File: src/rtl/wtc_pkg.sv
// Shared definitions for the week-day-time counter: field codes and per-field moduli.
package wtc_pkg;
    localparam int unsigned NFIELD = 5;

    typedef enum logic [2:0] {
        F_SEC  = 3'd0,
        F_MIN  = 3'd1,
        F_HOUR = 3'd2,
        F_DAY  = 3'd3,
        F_WEEK = 3'd4
    } field_t;

    // Modulus of field i; the top field spans the full week width.
    function automatic int unsigned field_mod(input int unsigned i, input int unsigned week_w);
        case (i)
            0, 1:    return 60;
            2:       return 24;
            3:       return 7;
            default: return 32'd1 << week_w;
        endcase
    endfunction
endpackage

File: src/rtl/wtc_prescaler.sv
// One-second prescaler. Counts sub_tick pulses (src_main=0) or clk cycles
// (src_main=1) and flags the step that completes a second.
// Assumes sub_tick is already synchronous to clk. clr restarts the period and
// suppresses the step in that cycle.
module wtc_prescaler #(
    parameter int unsigned SUB_DIV  = 32768,
    parameter int unsigned MAIN_DIV = 1000000
) (
    input  logic clk,
    input  logic rst_n,
    input  logic en,
    input  logic src_main,
    input  logic sub_tick,
    input  logic clr,
    output logic sec_pulse
);
    localparam int unsigned MAXDIV = (SUB_DIV > MAIN_DIV) ? SUB_DIV : MAIN_DIV;
    localparam int unsigned PW     = $clog2(MAXDIV + 1);

    logic [PW-1:0] cnt_q;
    logic [PW-1:0] lim_m1;
    logic          step;

    // Select the terminal count and qualify a counting step.
    always_comb begin
        lim_m1    = src_main ? PW'(MAIN_DIV - 1) : PW'(SUB_DIV - 1);
        step      = en && (src_main || sub_tick);
        sec_pulse = step && !clr && (cnt_q >= lim_m1);
    end

    // Advance, restart on completion, or clear on request.
    always_ff @(posedge clk) begin
        if (!rst_n || clr || sec_pulse) cnt_q <= '0;
        else if (step)                  cnt_q <= cnt_q + 1'b1;
    end
endmodule

File: src/rtl/wtc_mod_counter.sv
// Modulo-MOD counter with load. A load above MOD-1 stores 0. carry is high
// when an increment wraps the counter. Load has priority over increment.
module wtc_mod_counter #(
    parameter int unsigned MOD = 60,
    parameter int unsigned DW  = 12
) (
    input  logic          clk,
    input  logic          rst_n,
    input  logic          inc,
    input  logic          ld,
    input  logic [DW-1:0] ld_val,
    output logic [DW-1:0] value,
    output logic          carry
);
    localparam int unsigned W = $clog2(MOD);

    logic [W-1:0] cnt_q;

    // Wrap detection on an increment at the top value.
    assign carry = inc && !ld && (cnt_q == W'(MOD - 1));
    assign value = DW'(cnt_q);

    // Load, wrap or step the count.
    always_ff @(posedge clk) begin
        if (!rst_n)                       cnt_q <= '0;
        else if (ld)                      cnt_q <= (32'(ld_val) < 32'(MOD)) ? ld_val[W-1:0] : '0;
        else if (carry)                   cnt_q <= '0;
        else if (inc)                     cnt_q <= cnt_q + 1'b1;
    end
endmodule

File: src/rtl/wtc_interval.sv
// Interval timer on the main clock. expire pulses once every `reload` enabled
// cycles (0 treated as 1). The count restarts while disabled or on clr.
module wtc_interval #(
    parameter int unsigned IVL_W = 16
) (
    input  logic             clk,
    input  logic             rst_n,
    input  logic             en,
    input  logic             clr,
    input  logic [IVL_W-1:0] reload,
    output logic             expire
);
    logic [IVL_W-1:0] cnt_q;
    logic [IVL_W-1:0] lim_m1;

    // Terminal count, with a zero reload behaving as one.
    always_comb begin
        lim_m1 = (reload == '0) ? '0 : reload - 1'b1;
        expire = en && !clr && (cnt_q >= lim_m1);
    end

    // Count enabled cycles, restarting on expiry, disable or clear.
    always_ff @(posedge clk) begin
        if (!rst_n || !en || clr || expire) cnt_q <= '0;
        else                                cnt_q <= cnt_q + 1'b1;
    end
endmodule

File: src/rtl/weektime_counter.sv
// Week-day-time counter top. Prescaler -> cascade of five modulo counters
// (sec, min, hour, day, week), plus an interval timer sharing the interrupt.
// Assumes all inputs are synchronous to clk; writes take effect at the edge.
module weektime_counter
    import wtc_pkg::*;
#(
    parameter int unsigned SUB_DIV  = 32768,
    parameter int unsigned MAIN_DIV = 1000000,
    parameter int unsigned WEEK_W   = 12,
    parameter int unsigned IVL_W    = 16
) (
    input  logic              clk,
    input  logic              rst_n,
    input  logic              run_en,
    input  logic              src_main,
    input  logic              sub_tick,
    input  logic              ivl_mode,
    input  logic [IVL_W-1:0]  ivl_reload,
    input  logic              wr_en,
    input  logic [2:0]        wr_sel,
    input  logic [WEEK_W-1:0] wr_data,
    input  logic [2:0]        rd_sel,
    output logic [WEEK_W-1:0] rd_data,
    output logic              tick_irq,
    output logic              week_ovf
);
    logic              sec_pulse;
    logic              ivl_exp;
    logic [NFIELD-1:0] stage_inc;
    logic [NFIELD-1:0] stage_carry;
    logic [WEEK_W-1:0] fld [NFIELD];
    logic              irq_q;
    logic              ovf_q;

    wtc_prescaler #(.SUB_DIV(SUB_DIV), .MAIN_DIV(MAIN_DIV)) u_pre (
        .clk      (clk),
        .rst_n    (rst_n),
        .en       (run_en && !ivl_mode),
        .src_main (src_main),
        .sub_tick (sub_tick),
        .clr      (wr_en),
        .sec_pulse(sec_pulse)
    );

    wtc_interval #(.IVL_W(IVL_W)) u_ivl (
        .clk   (clk),
        .rst_n (rst_n),
        .en    (run_en && ivl_mode),
        .clr   (wr_en),
        .reload(ivl_reload),
        .expire(ivl_exp)
    );

    // Cascade: each stage steps on the carry of the one below.
    for (genvar i = 0; i < NFIELD; i++) begin : g_stage
        if (i == 0) begin : g_first
            assign stage_inc[i] = sec_pulse;
        end else begin : g_next
            assign stage_inc[i] = stage_carry[i-1];
        end
        wtc_mod_counter #(.MOD(field_mod(i, WEEK_W)), .DW(WEEK_W)) u_cnt (
            .clk   (clk),
            .rst_n (rst_n),
            .inc   (stage_inc[i]),
            .ld    (wr_en && (wr_sel == 3'(i))),
            .ld_val(wr_data),
            .value (fld[i]),
            .carry (stage_carry[i])
        );
    end

    // Read-back multiplexer; undefined codes read zero.
    always_comb begin
        rd_data = '0;
        if (rd_sel < 3'(NFIELD)) rd_data = fld[rd_sel];
    end

    // Interrupt pulse register and sticky week overflow.
    always_ff @(posedge clk) begin
        if (!rst_n) begin
            irq_q <= 1'b0;
            ovf_q <= 1'b0;
        end else begin
            irq_q <= sec_pulse || ivl_exp;
            if (wr_en && wr_sel == F_WEEK)   ovf_q <= 1'b0;
            else if (stage_carry[NFIELD-1])  ovf_q <= 1'b1;
        end
    end

    assign tick_irq = irq_q;
    assign week_ovf = ovf_q;
endmodule


File: config.mk
export PLATFORM = sky130hd
export DESIGN_NAME = weektime_counter
export DESIGN_NICKNAME = d
export VERILOG_FILES = /design/src/rtl/wtc_pkg.sv /design/src/rtl/wtc_prescaler.sv /design/src/rtl/wtc_mod_counter.sv /design/src/rtl/wtc_interval.sv /design/src/rtl/weektime_counter.sv
export SDC_FILE = /design/constraint.sdc
export NUM_CORES = 1
export LEC_CHECK = 0
export BUFFER_PORTS_ARGS = -buffer_cell sky130_fd_sc_hd__buf_2
export CORE_UTILIZATION = 50
export DETAILED_ROUTE_END_ITERATION = 7
export HOLD_SLACK_MARGIN = 0.03
export PLACE_DENSITY_LB_ADDON = 0.25
export SYNTH_ARGS = -nofsm -noshare
export SYNTH_HDL_FRONTEND = slang
export SYNTH_HIERARCHICAL = 1
export SYNTH_SLANG_ARGS = --single-unit
File: constraint.sdc
create_clock -name clk -period 5.7 [get_ports clk]
set_input_delay 0.285 -clock clk [delete_from_list [all_inputs] [get_ports clk]]
set_output_delay 0.285 -clock clk [all_outputs]
set_load 0.02 [all_outputs]
==> out/qor.yml, run 1 <==
outcome:
  status: "completed"
sta:
  setup_viol: 0
  skew_ns: 0.00763
  hold_viol_final: 0
  slew_headroom_pct: 42.7
  max_freq_mhz: 215
  setup_tns_ns: 0
  period_needed_ns: 4.65
  finalMaxSlewViolations: 0
  rsz0062_at_grt: "false"
  tightest_slew_ns: 0.857
  fin_crit_sh_pct: 81.6
global_routing:
  track_usage_pct: 24.3
  grt_max_degree: 31
  grt_overflow_total: 0
  antenna_found_initial: 0
  grt_pass1_wl_um: 22700
  first_global_vias: 4877
drt:
  postRouteAntennaNets: 0
  first_pass_iters: 7
  via_count: 5186
  drtIter0Drc: 408
  drc: 0
  routed_wl_um: 13400
  via_per_inst: 5.88
  wire_per_inst_um: 15.2
clock_tree:
  htreeDepth: 3
  cts_resized: 0
  cts_setup_buffers: 0
  clk_pin_slew_ns: 0.06
  clkLatencyLatePin_ns: 0.34
  cts.sinks: 70
  postCtsHoldBufs: 0
  clock_path_buffers: 2
  cts_tree: "built"
  clock-root-buffer: "clkbuf_16"
  cts_buffers: 9
floorplanning:
  start_util_pct: 52.0
  rows: 38
  dieWidth_um: 109
  ios: 55
  die_area_mm2: 0.0119
  die_h_um: 109
  core_mm2: 0.0110
layout:
  final_common_cell: "dfxtp_1"
  final_core_util_pct: 57.0
  area_delta_synth_final_pct: 9.59
  finalNonFillerCells: 882
  nets: 815
  mostFrequentLayoutCells: "dfxtp_1, nand2_1, buf_2"
  diodes: 0
  drive_above_1_share_pct: 15.0
  final_area_mm2: 0.00629
worst_setup_path:
  crit_path_end_kind: "register"
  crit_type: "register to register"
  start_kind: "register"
  path_max_fanout: 11
  startpoint: "u_pre/cnt_q[11]"
  r2r_start: "u_pre/cnt_q[11]"
  critical_path_arrival_ns: 4.93
  cp_data_required_time_ns: 5.98
  reg2reg_to: "week_ovf"
  reg2reg_slack_ns: 1.05
  r2r.worst_path.cells: 18
power:
  power_density_mw_per_mm2: 192
  vdd_drop_max_mv: 0.140
  p_leak_nw: 2.55
  fin_total_pwr_mw: 1.20
worst_hold_path:
  timing.hold.worst.class: "input pin to register"
  hold_end: "g_stage[4].u_cnt/value[6]"
  holdPathStages: 3
  hp-start: "wr_data[6]"
logic_synthesis:
  ys_warn_count: 6
  synth_edf_count: 0
  yosys_register_bits: 70
  synth_cells: 688
  synth-seq-area-share_pct: 24.4
  synth_area_mm2: 0.00574
  yosysUniqueCellTypes: 70
  synthFlopType: "dfxtp_1"
  avgSynthCellArea_um2: 8.34
  async_reset_ff_share_pct: 0
place:
  placed_area_mm2: 0.00599
  globalplace.congestion: 0.954
  dp_cells: 866
  hpwlAfterDp_um: 9940
  numPortBuffers: 54
run:
  cap_violations: 0
-- through the flow --
step	hold WS (ns)	setup WS, ns
finish	0.318	1.05
global route	0.321	0.599
CTS	0.291	1.12
detailed placement	0.489	1.04
global placement	0.478	1.12
floorplan	0.403	1.49
-- registers in the layout (all words and copies together), names as in the netlist --
name,flops
u_pre/cnt_q,20
u_ivl/cnt_q,16
tick_irq,1
g_stage.u_cnt/cnt_q,20
week_ovf,1
g_stage.u_cnt/value,12
-- where the power goes --
part	internal [mW]	switching [mW]
Combinational	0.0545	0.0862
Sequential	0.492	0.00444
Clock	0.353	0.214
-- cells in the mapped netlist (5+ instances only) --
| cell type | count | area (um2) |
|---|---|---|
| nand3b_1 | 6 | 45.0 |
| nor2b_1 | 7 | 43.8 |
| a21oi_1 | 38 | 190 |
| o22ai_1 | 16 | 100 |
| nor4b_1 | 5 | 43.8 |
| nand2_1 | 69 | 259 |
| nand3_1 | 36 | 180 |
| o21a_1 | 9 | 67.6 |
| nand4_1 | 24 | 150 |
| nor4_1 | 9 | 56.3 |
| nor2_1 | 53 | 199 |
| and3_1 | 9 | 56.3 |
| xor2_1 | 19 | 166 |
| nor3_1 | 33 | 165 |
| a221o_1 | 11 | 110 |
| dfxtp_1 | 70 | 1400 |
| o21ai_0 | 7 | 35.0 |
| xnor2_1 | 34 | 298 |
| buf_4 | 32 | 240 |
| clkbuf_1 | 6 | 22.5 |
| nand2b_1 | 12 | 75.1 |
| buf_6 | 5 | 56.3 |
| inv_1 | 21 | 78.8 |
| mux2_4 | 9 | 135 |
| mux2i_1 | 19 | 190 |
| ha_1 | 37 | 463 |
-- cell type report --
class                      count  area, um2
fill                        1029       4740
multi-input combinational    572       4000
sequential                    70       1400
timing repair buffer          61        323
clock buffer                  12        246
tap                          140        175
inverter                      23       86.3
clock inverter                 4       55.1
-- worst max-delay path by stage --
| stage | to | cells after the start |
|---|---|---|
| floorplan | week_ovf | 18 |
| global placement | week_ovf | 19 |
| detailed placement | week_ovf | 19 |
| CTS | week_ovf | 18 |
| global route | week_ovf | 18 |
| finish | week_ovf | 18 |
-- worst max-delay path: stages, from the launching register on --
cell and delay (ns):
dfxtp_1 0.36, ha_1 0.34, nand4_1 0.12, or3_1 0.41, a21oi_1 0.16, o21ai_0 0.10
a21oi_1 0.16, buf_4 0.19, and3b_1 0.40, and3b_1 0.37, nand4_1 0.12, nor3_1 0.53
nor3b_1 0.27, buf_4 0.18, inv_2 0.07, or3_1 0.37, nor4_1 0.22, o21ai_0 0.11
nor2_1 0.11
-- layer usage --
| metal | vias to the layer above | part of all wire, % | track usage, % | wire [um] |
|---|---|---|---|---|
| met5 | - | 0 | 0 | 0 |
| met4 | 0 | 1.9 | 8.69 | 262 |
| met2 | 156 | 47 | 41.8 | 6370 |
| met1 | 2440 | 45 | 29.9 | 6070 |
| li1 | 2570 | - | - | - |
| met3 | 20 | 5.5 | 4.48 | 738 |
-- cell families after synthesis --
family / synth area share (%)
AO/OA/AOI/OAI: 14.5
XOR/XNOR: 8.09
adder cells (fa/ha/maj): 8.07
buffers and inverters: 7.41
flip-flops: 24.4
multiplexers: 6.26
other: 0.262
AND/OR/NAND/NOR: 31.0
(Power assumes the default switching activity.)
==> run 2: changes to the inputs <==
==> constraint.sdc (replaced) <==
create_clock -name clk -period 3.9 [get_ports clk]
set_input_delay 0.195 -clock clk [delete_from_list [all_inputs] [get_ports clk]]
set_output_delay 0.195 -clock clk [all_outputs]
set_load 0.02 [all_outputs]
==> run 2 against run 1 <==
Effect of this change: routed wire length is 0.83% higher; worst setup slack worse by 0.75 ns; sequential power grew 46%; global-route usage fell by 0.32 points; combinational power is 47% higher; maximum frequency grew 29%; flip-flop and latch count unchanged; critical path depth down 2; clock power increased by 39%; first-iteration DRC count is 25% lower; die area is the same; critical path type unchanged; largest power group unchanged.
==> out/qor.yml, run 2 (synthesis results as in run 1) <==
global_routing:
  grt_pass1_wl_um: 22500  # was 22700 um
  first_global_vias: 4799  # was 4877
  antenna_found_initial: 0  # unchanged
  track_usage_pct: 23.9  # was 24.3%
  grt_max_degree: 31  # unchanged
  grt_overflow_total: 0  # unchanged
drt:
  drtIter0Drc: 308  # was 408
  first_pass_iters: 4  # was 7
  drc: 0  # unchanged
  wire_per_inst_um: 15.3  # was 15.2 um
  routed_wl_um: 13600  # was 13400 um
  via_count: 5145  # was 5186
  postRouteAntennaNets: 0  # unchanged
  via_per_inst: 5.81  # was 5.88
layout:
  multi_input_area_mm2: 0.00401  # was 0.00400 mm2
  top_regs: "g_stage.u_cnt/cnt_q x20, u_pre/cnt_q x20, u_ivl/cnt_q x16"  # unchanged
  drive_above_1_share_pct: 15.6  # was 15.0%
  fill_cells: 1006  # was 1029
  nets: 819  # was 815
  diodes: 0  # unchanged
  final_common_cell: "dfxtp_1"  # unchanged
  area_delta_synth_final_pct: 9.94  # was 9.59%
  mostFrequentLayoutCells: "dfxtp_1, nand2_1, buf_2"  # unchanged
  regArea_mm2: 0.00140  # unchanged
worst_setup_path:
  crit_type: "register to register"  # unchanged
  path_max_fanout: 9  # was 11
  crit_slowest_cell: "or3_1"  # was nor3_1
  start_kind: "register"  # unchanged
  cp_data_required_time_ns: 4.18  # was 5.98 ns
  crit_path_end_kind: "register"  # unchanged
  slowest_delay_ns: 0.40  # was 0.53 ns
  path_cells: "ha_1 > nand4_1 > or3_1 > a21oi_1 > o21ai_0 > a21oi_1 > and3b_1 > and3b_1 > nand4_1 > nor3_2 > nor3b_2 > inv_2 > or3_1 > nor4_1 > o21ai_0 > nor2_1"  # was ha_1 > nand4_1 > or3_1 > a21oi_1 > o21ai_0 > a21oi_1 > buf_4 > and3b_1 > and3b_1 > nand4_1 > nor3_1 > nor3b_1 > buf_4 > inv_2 > or3_1 > nor4_1 > o21ai_0 > nor2_1
  critical_path_arrival_ns: 3.88  # was 4.93 ns
clock_tree:
  postCtsHoldBufs: 0  # unchanged
  clk_pin_slew_ns: 0.06  # about the same
  cts_tree: "built"  # unchanged
  cts.sinks: 70  # unchanged
  clock-root-buffer: "clkbuf_16"  # unchanged
  clkLatencyLatePin_ns: 0.34  # about the same
  cts_buffers: 9  # unchanged
  htreeDepth: 3  # unchanged
  clock_path_buffers: 2  # unchanged
  cts_setup_buffers: 0  # unchanged
  cts_resized: 0  # unchanged
sta:
  hold_viol_final: 0  # unchanged
  slew_headroom_pct: 33.1  # was 42.7%
  skew_ns: 0.0104  # was 0.00763 ns
  max_freq_mhz: 278  # was 215 MHz
  setup_viol: 0  # unchanged
  period_needed_ns: 3.60  # was 4.65 ns
  rsz0062_at_grt: "false"  # unchanged
  setup_tns_ns: 0  # unchanged
  finalMaxSlewViolations: 0  # unchanged
  fin_crit_sh_pct: 92.2  # was 81.6%
  tightest_slew_ns: 0.990  # was 0.857 ns
floorplanning:
  ios: 55  # unchanged
  dieWidth_um: 109  # unchanged
  die_h_um: 109  # unchanged
  die_area_mm2: 0.0119  # unchanged
  rows: 38  # unchanged
  core_mm2: 0.0110  # unchanged
  start_util_pct: 52.0  # unchanged
place:
  numPortBuffers: 54  # unchanged
  hpwlAfterDp_um: 10200  # was 9940 um
  globalplace.congestion: 0.909  # was 0.954
run:
  cap_violations: 0  # unchanged
power:
  vdd_drop_max_mv: 0.248  # was 0.140 mV
  p_leak_nw: 2.57  # was 2.55 nW
  fin_total_pwr_mw: 1.72  # was 1.20 mW
  power_density_mw_per_mm2: 273  # was 192 mW/mm2
outcome:
  status: "completed"  # unchanged
worst_hold_path:
  timing.hold.worst.class: "input pin to register"  # unchanged
[run 2: changes by cell type in the layout (fill, tap and decap cells not counted), sizes merged]
cell      previous run  this run
buf                 61        65
clkbuf              12        11
clkinv               2         4
clkinvlp             1         0
inv                 23        22
[run 2: stage by stage]
stage | instance area, um2 | setup WS (ns) | hold slack [ns] | utilization [%] | std cells
after floorplan | 5840 | 0.00892 | 0.313 | - | 712
after global placement | 6030 | 0.367 | 0.479 | 54.6 | 870
after CTS | 6310 | 0.306 | 0.204 | 57.2 | 885
after detailed placement | 6030 | 0.269 | 0.494 | 54.6 | 870
after global routing | 6310 | 0.00440 | 0.222 | 57.2 | 885
final | 6310 | 0.304 | 0.221 | 57.2 | 885
[run 2: metal layers]
metal	global-route usage [%]	wire length [um]	up-vias
li1	-	-	2576
met1	30.2	6310	2393
met2	40.0	6270	155
met3	4.42	759	21
met4	9.46	210	0
met5	0	0	-
[run 2: power breakdown]
group | internal (mW) | total [mW] | switching (mW)
clock network | 0.490 | 0.790 | 0.299
registers | 0.720 | 0.727 | 0.00663
logic | 0.0797 | 0.207 | 0.127
total | 1.29 | 1.72 | 0.433
[run 2: final cells by class]
| cell class | count | area share [%] |
|---|---|---|
| Multi-Input combinational cell | 572 | 63.6 |
| Clock buffer | 11 | 3.69 |
| Timing Repair Buffer | 65 | 5.59 |
| Inverter | 23 | 1.37 |
| Clock inverter | 4 | 0.774 |
| Tap cell | 140 | 2.78 |
| Sequential cell | 70 | 22.2 |
[run 2: worst paths after layout]
path                            depth (start not counted)            start                        end  slack (ns)
worst min-delay path                                    3       wr_data[6]  g_stage[4].u_cnt/value[6]        0.22
worst max register to register                         16  u_pre/cnt_q[11]                   week_ovf        0.30
worst min register to register                          2   u_pre/cnt_q[1]             u_pre/cnt_q[1]        0.50
worst max-delay path                                   16  u_pre/cnt_q[11]                   week_ovf        0.30
[run 2: worst max-delay path, delay by kind of cell (launching register included)]
| kind | cells | cell delay (ns) |
|---|---|---|
| simple gates | 10 | 2.19 |
| compound gates | 4 | 0.56 |
| flops | 1 | 0.35 |
| fa+ha+maj | 1 | 0.33 |
| buf+inv | 1 | 0.11 |
